## config.mk

```make
export PLATFORM = sky130hd
export DESIGN_NAME = bsram_addr_seq
export DESIGN_NICKNAME = d
export VERILOG_FILES = /design/src/rtl/bsq_pkg.sv /design/src/rtl/bsq_start_decode.sv /design/src/rtl/bsq_beat_ctr.sv /design/src/rtl/bsq_offset_gen.sv /design/src/rtl/bsram_addr_seq.sv
export SDC_FILE = /design/constraint.sdc
export NUM_CORES = 1
export LEC_CHECK = 0
export ABC_AREA = 1
export BUFFER_PORTS_ARGS = -buffer_cell sky130_fd_sc_hd__buf_4
export CAP_MARGIN = 0
export CORE_UTILIZATION = 47
export DETAILED_ROUTE_END_ITERATION = 6
export PLACE_DENSITY = 0.88
export SYNTH_ARGS = -nofsm -noshare
export SYNTH_HDL_FRONTEND = slang
export SYNTH_HIERARCHICAL = 1
export SYNTH_SLANG_ARGS = --single-unit
```

## constraint.sdc

```tcl
create_clock -name clk -period 1.5 [get_ports clk]
set_clock_uncertainty 0.15 [all_clocks]
set_input_delay 0.3 -clock clk [delete_from_list [all_inputs] [get_ports clk]]
set_output_delay 0.3 -clock clk [all_outputs]
set_load 0.05 [all_outputs]
```

## src/rtl/bsq_pkg.sv

```systemverilog
package bsq_pkg;
   typedef enum logic [1:0] {
      ORD_PIN        = 2'd0,
      ORD_LINEAR     = 2'd1,
      ORD_INTERLEAVE = 2'd2
   } order_cfg_e;
endpackage

```

## src/rtl/bsq_start_decode.sv

```systemverilog
// Decodes strobes and enables into start, deselect and advance-eligible events.
module bsq_start_decode (
   input  logic pstrobe_n,
   input  logic cstrobe_n,
   input  logic en_main_n,
   input  logic en_hi,
   input  logic en_lo_n,
   output logic start_ev,
   output logic desel_ev,
   output logic quiet
);
   logic all_on, p_seen, c_seen;

   always_comb begin
      all_on   = !en_main_n && en_hi && !en_lo_n;
      // master enable gates the processor strobe outright
      p_seen   = !pstrobe_n && !en_main_n;
      // controller strobe only counts while the processor strobe is idle
      c_seen   = !cstrobe_n && pstrobe_n;
      start_ev = (p_seen || c_seen) && all_on;
      desel_ev = (p_seen || c_seen) && !all_on;
      quiet    = pstrobe_n && cstrobe_n;
   end
endmodule

```

## src/rtl/bsq_beat_ctr.sv

```systemverilog
// Beat counter: cleared on load, stepped on advance, wraps naturally.
module bsq_beat_ctr #(
   parameter int BURST_W = 2
) (
   input  logic               clk,
   input  logic               rst_n,
   input  logic               load,
   input  logic               step,
   output logic [BURST_W-1:0] beat
);
   always_ff @(posedge clk) begin
      if (!rst_n)     beat <= '0;
      else if (load)  beat <= '0;
      else if (step)  beat <= beat + 1'b1;
   end
endmodule

```

## src/rtl/bsq_offset_gen.sv

```systemverilog
// Forms the in-burst offset from the start offset and the beat count.
module bsq_offset_gen #(
   parameter int                  BURST_W   = 2,
   parameter bsq_pkg::order_cfg_e ORDER_CFG = bsq_pkg::ORD_PIN
) (
   input  logic [BURST_W-1:0] start_off,
   input  logic [BURST_W-1:0] beat,
   input  logic               interleave,
   output logic [BURST_W-1:0] off
);
   logic [BURST_W-1:0] lin_off, ilv_off;

   always_comb begin
      lin_off = start_off + beat;
      ilv_off = start_off ^ beat;
   end

   generate
      if (ORDER_CFG == bsq_pkg::ORD_LINEAR) begin : g_lin
         assign off = lin_off;
      end else if (ORDER_CFG == bsq_pkg::ORD_INTERLEAVE) begin : g_ilv
         assign off = ilv_off;
      end else begin : g_pin
         assign off = interleave ? ilv_off : lin_off;
      end
   endgenerate
endmodule

```

## src/rtl/bsram_addr_seq.sv

```systemverilog
module bsram_addr_seq #(
   parameter int                  ADDR_W    = 19,
   parameter int                  BURST_W   = 2,
   parameter bsq_pkg::order_cfg_e ORDER_CFG = bsq_pkg::ORD_PIN
) (
   input  logic              clk,
   input  logic              rst_n,
   input  logic              pstrobe_n,
   input  logic              cstrobe_n,
   input  logic              adv_n,
   input  logic              en_main_n,
   input  logic              en_hi,
   input  logic              en_lo_n,
   input  logic              order_sel,
   input  logic [ADDR_W-1:0] ext_addr,
   output logic [ADDR_W-1:0] cur_addr,
   output logic              start_pulse,
   output logic              selected
);
   localparam int HI_W = ADDR_W - BURST_W;

   generate
      if (BURST_W < 1 || BURST_W > 4) begin : g_bad_burst
         $error("BURST_W must lie in 1..4");
      end
      if (HI_W < 1) begin : g_bad_addr
         $error("ADDR_W must exceed BURST_W");
      end
   endgenerate

   logic               start_ev, desel_ev, quiet, step;
   logic [ADDR_W-1:0]  base_q;
   logic               sel_q, pulse_q, order_q;
   logic [BURST_W-1:0] beat, off;

   bsq_start_decode u_dec (
      .pstrobe_n (pstrobe_n),
      .cstrobe_n (cstrobe_n),
      .en_main_n (en_main_n),
      .en_hi     (en_hi),
      .en_lo_n   (en_lo_n),
      .start_ev  (start_ev),
      .desel_ev  (desel_ev),
      .quiet     (quiet)
   );

   assign step = quiet && !adv_n && sel_q;

   bsq_beat_ctr #(.BURST_W(BURST_W)) u_beat (
      .clk   (clk),
      .rst_n (rst_n),
      .load  (start_ev),
      .step  (step),
      .beat  (beat)
   );

   bsq_offset_gen #(.BURST_W(BURST_W), .ORDER_CFG(ORDER_CFG)) u_off (
      .start_off  (base_q[BURST_W-1:0]),
      .beat       (beat),
      .interleave (order_q),
      .off        (off)
   );

   // order pin is static: captured only while reset is held
   always_ff @(posedge clk) begin
      if (!rst_n) order_q <= order_sel;
   end

   always_ff @(posedge clk) begin
      if (!rst_n) begin
         base_q  <= '0;
         sel_q   <= 1'b0;
         pulse_q <= 1'b0;
      end else begin
         pulse_q <= start_ev;
         if (start_ev) begin
            base_q <= ext_addr;
            sel_q  <= 1'b1;
         end else if (desel_ev) begin
            sel_q  <= 1'b0;
         end
      end
   end

   assign cur_addr    = {base_q[ADDR_W-1:BURST_W], off};
   assign start_pulse = pulse_q;
   assign selected    = sel_q;
endmodule

```

Yosys cells after proc, flatten, opt, wreduce, memory -nomap -nowiden
Index checks and enable logic that the tools add are counted.
{ "totals": {"input_bits": 28, "output_inout_bits": 21, "elab_cells": 30, "ff_bits": 24} }
{ "classes": {"add_sub_neg": 2, "n_mux": 3, "n_bitwise": 2, "reduce_logical": 18} }
{ "op_table": {"columns": ["cell", "n"], "rows": [
  ["logical AND 1 bit", 9],
  ["zero test 1 bit", 6],
  ["adder 2 x 1 -> 2 bit, second input constant", 1],
  ["adder 2 bit", 1],
  ["2-to-1 mux 1 bit", 2],
  ["2-to-1 mux 2 bit", 1],
  ["nonzero test 2 bit", 1],
  ["OR reduction 2 bit", 1],
  ["XOR 2 bit", 1],
  ["logical OR 1 bit", 1],
  ["NOT 1 bit", 1]
]} }

Longest topological paths before layout
{ "depth": {"word_depth": 7, "depth_mapped": 8, "depth_no_buf": 8} }

By module
Netlist, hierarchy kept.
{ "modules_own_cells": {"columns": ["mod", "instances", "area_each_um2", "seq_area_each_um2", "cells_per_inst"], "rows": [
  ["bsram_addr_seq", 1, 1003.5, 450.4, 147],
  ["bsq_beat_ctr", 1, 101.3, 40.0, 15],
  ["bsq_offset_gen", 1, 67.6, 0.0, 15],
  ["bsq_start_decode", 1, 45.0, 0.0, 11]
]} }

Least setup slack after synthesis
No wires, ideal clock.
{ "synth_timing": {"kind": "register -> output", "from": "reg u_beat.beat[0]", "to": "out cur_addr[1]", "t_arrival_ns": 1.003, "slack_ns": 0.047, "path_buffers": 0, "stages_incl_launch_ff": 7, "t_required_ns": 1.050, "path_cell_list": "dfxtp_1 > ha_1 > inv_1 > nor2_1 > nand3_1 > nand2_1 > inv_1"} }
{ "synth_via": {"elab_chain_len": 2} }
{ "synth_lines": {"columns": ["item", "line_no", "rtl"], "rows": [
  ["start, declared", "bsq_beat_ctr.sv:9", "output logic [BURST_W-1:0] beat"],
  ["start signal, assigned", "bsq_beat_ctr.sv:14", "else if (step) beat <= beat + 1'b1;"],
  ["adder 2 bit", "bsq_offset_gen.sv:14", "lin_off = start_off + beat;"],
  ["2-to-1 mux 2 bit", "bsq_offset_gen.sv:24", "assign off = interleave ? ilv_off : lin_off;"],
  ["end, declared", "bsram_addr_seq.sv:16", "output logic [ADDR_W-1:0] cur_addr,"]
]} }
Every way passes these cells.

Worst setup path in the final report
Ends and elaborated chain as after synthesis.

==> results by group <==
Layout
  • Antenna Diode Count: 0
  • # fillers: 230
  • Reg area: 494.2 um2
  • Share of cells above drive strength 1: 28.96%
  • Final #Nets: 251
  • Area of the multi-input gates: 451.7 um2
  • Area grow syn2layout: 26.93%

Logic synthesis
  • Syn Std Cell Area: 1217 um2
  • Yosys cell types: 14
  • Simple-gate area share of the yosys netlist: roughly 34%
  • Top_reg_cell synth: dfxtp_1
  • Flops & latches, synth: 24
  • Area leader, netlist: dfxtp_1
  • Synth async-reset ratio: 0%
  • Synth Area in Compound Gates: 0.4111%
  • Main combinational cell family by area after synthesis: simple AND/OR/NAND/NOR gates
  • Main area contributors after synthesis: dfxtp_1 38%, nand2_1 17%, nor2_1 14%, buf_4 11%, inv_1 10%
  • Sequential area share after synthesis: between 40 and 50%
  • Post-Synth XOR/XNOR Area: 0%
  • Syn Area/Cell: 6.476 um2
  • Synthesized Nets: 217
  • Synth top area share: 37.82%
  • EDFF count, synth: 1
  • Leading cell types by count after synthesis: 55 x nand2_1, 44 x nor2_1, 33 x inv_1, 23 x dfxtp_1, 18 x buf_4
  • Yosys Warn Count: 6
  • Mapped Cells: 188
  • Adder-Cell Fraction of Synth Area: 1.028%
  • Post-synthesis mux area share: 0%
  • Count leader, synth: nand2_1

CTS
  • Clock Tree Root: clkbuf_4
  • H-tree depth: 1
  • Clk_lat worst skew: around 0.30 ns
  • Maximum clock path buffer count: 2
  • CTS Sinks: 24
  • CTS Buf Count: 3
  • Reg clk slew, reported paths: 0.12 ns
  • CTS Hold Bufs: 0
  • CTS tree: yes

Min path
  • Worst hold path type: input port to flip-flop

GRT
  • Largest net degree at the start of global routing: 24
  • First-pass GRT wire length: 3367 um
  • GR Overflow Total: 0
  • Vias in the first global route: 852
  • Initial antenna violation count: 0
  • Tot GR Track Use: 16.18%

Pwr
  • Pwr Total: 1.295 mW
  • Pwr Density: 837.8 nW/um2
  • VDD IR max: 0.7700 mV
  • Leakage Power: 0.8659 nW

STA
  • Period utilisation layout: 110.8%
  • Max Slew Vio Count: 0
  • Endpoints failing hold: 0
  • Worst hold margin: approximately 0.02 ns
  • RSZ-0062 raised after global routing: true
  • Maximum clock frequency: 601.9 MHz
  • Worst rel slew slack: 82.59%
  • Final min period: 1.661 ns
  • Worst-Margin Slew: between 0.2 and 0.3 ns
  • Worst setup margin: -0.1614 ns
  • Endpoints failing setup: 1

Worst setup path
  • Critical path data arrival time: roughly 1.2 ns
  • Max FO, Critical Path: 2
  • Worst path required time: 1.05 ns
  • CP endpoint kind: output port
  • Worst setup path class: flip-flop to output port
  • Worst Setup Start Kind: flip-flop

Drt
  • DR iter-0 viols: 8
  • DR vias: 1059
  • Vias per cell: 4.219
  • Met2 WL: 998 um
  • Final wirelength: 2051 um
  • Routed wire per std cell: between 8 and 9 um
  • Highest metal used: met4
  • DRT Pass-1 Iters: 4
  • Met3 routed WL: about 140 um
  • Drt drc: 0
  • Metal-1 WL: 897 um
  • DRT antenna net count: 0

Die
  • Die area: 2798 um2
  • I/O pins: 49
  • Core Region: 2455 um2
  • Initial core utilization: 49.59%
  • Chip Width: 52.90 um
  • Die span in y: 52.90 um
  • Rows: 18

Placed design
  • Number of I/O port buffers: 48
  • RD Place Congestion: 0.7468
  • Dpl hpwl: 1490 um

Outcome
  • Status: finished with violations
  • Failing checks: negative setup slack

Flow run
  • Max-Cap Viols: 0
-- routing by layer --
layer | up-vias | track usage, %
met3 | 2 | 4.023
met5 | - | 0
li1 | 581 | -
met1 | 449 | 19.86
met4 | 0 | 5.263
met2 | 27 | 27.43
-- worst max-delay path, stage by stage (launching register included) --
cell	delay [ns]
dfxtp_2	0.37
ha_4	0.14
inv_2	0.03
nor2_1	0.07
nand3_1	0.07
nand2_1	0.06
inv_1	0.04
buf_6	0.14
-- power breakdown --
part	switching (mW)	internal, mW	total, mW
logic	0.167	0.117	0.284
registers	0.0150	0.670	0.685
clock network	0.178	0.148	0.326
total	0.361	0.934	1.29
-- logic make-up after synthesis --
kind of cell / Yosys count
simple gates: 106
fa+ha+maj: 1
buf+inv: 56
flops: 24
compound gates: 1
-- what timing repair did --
item	4_1_cts	5_1_grt
endpoints found under the hold margin	0	0
resized for setup	7	1
pin swaps	0	0
buffers inserted	0	1
endpoints found under the setup margin	2	2
-- cells in the final DEF (no fill, tap or decap), drive strengths merged --
| cell type | Yosys | final |
|---|---|---|
| nand2 | 55 | 55 |
| buf | 23 | 52 |
| nor2 | 46 | 46 |
| inv | 33 | 33 |
| dfxtp | 23 | 23 |
| clkbuf | 0 | 4 |
| nand3 | 3 | 3 |
| nand3b | 2 | 2 |
| edfxtp | 1 | 1 |
| a21oi | 1 | 1 |
| ha | 1 | 1 |
-- through the flow --
step | setup slack, ns | cell area (um2) | cells | utilization, % | TNS [ns]
after floorplan | 0.04724 | 1217 | 188 | - | 0
after global placement | 0.1404 | 1474 | 246 | 60.04 | 0
after detailed placement | 0.1161 | 1474 | 246 | 60.04 | 0
after CTS | -0.1729 | 1536 | 250 | 62.59 | -0.1882
after global routing | -0.2220 | 1545 | 251 | 62.95 | -0.2628
final | -0.1614 | 1545 | 251 | 62.95 | -0.1614
-- path summary, 6_finish.rpt --
kind	cells after the start	slack [ns]	startpoint	endpoint
setup reg to reg	6	0.38	selected	u_beat/beat[0]
setup / recovery	7	-0.16	u_beat/beat[0]	cur_addr[1]
hold / removal	1	0.02	order_sel	order_q
hold reg to reg	2	0.33	base_q[5]	base_q[5]
-- registers in the layout (all words and copies together), names as in the netlist --
register,cells
base_q,19
order_q,1
selected,1
start_pulse,1
u_beat/beat,2
-- final cells by class --
| cell class | instances | area share (%) |
|---|---|---|
| Clock buffer | 4 | 2.348 |
| Inverter | 33 | 8.016 |
| Multi-Input combinational cell | 108 | 29.23 |
| Sequential cell | 24 | 31.98 |
| Tap cell | 30 | 2.429 |
| Timing Repair Buffer | 52 | 25.99 |
(Power assumes the default switching activity.)
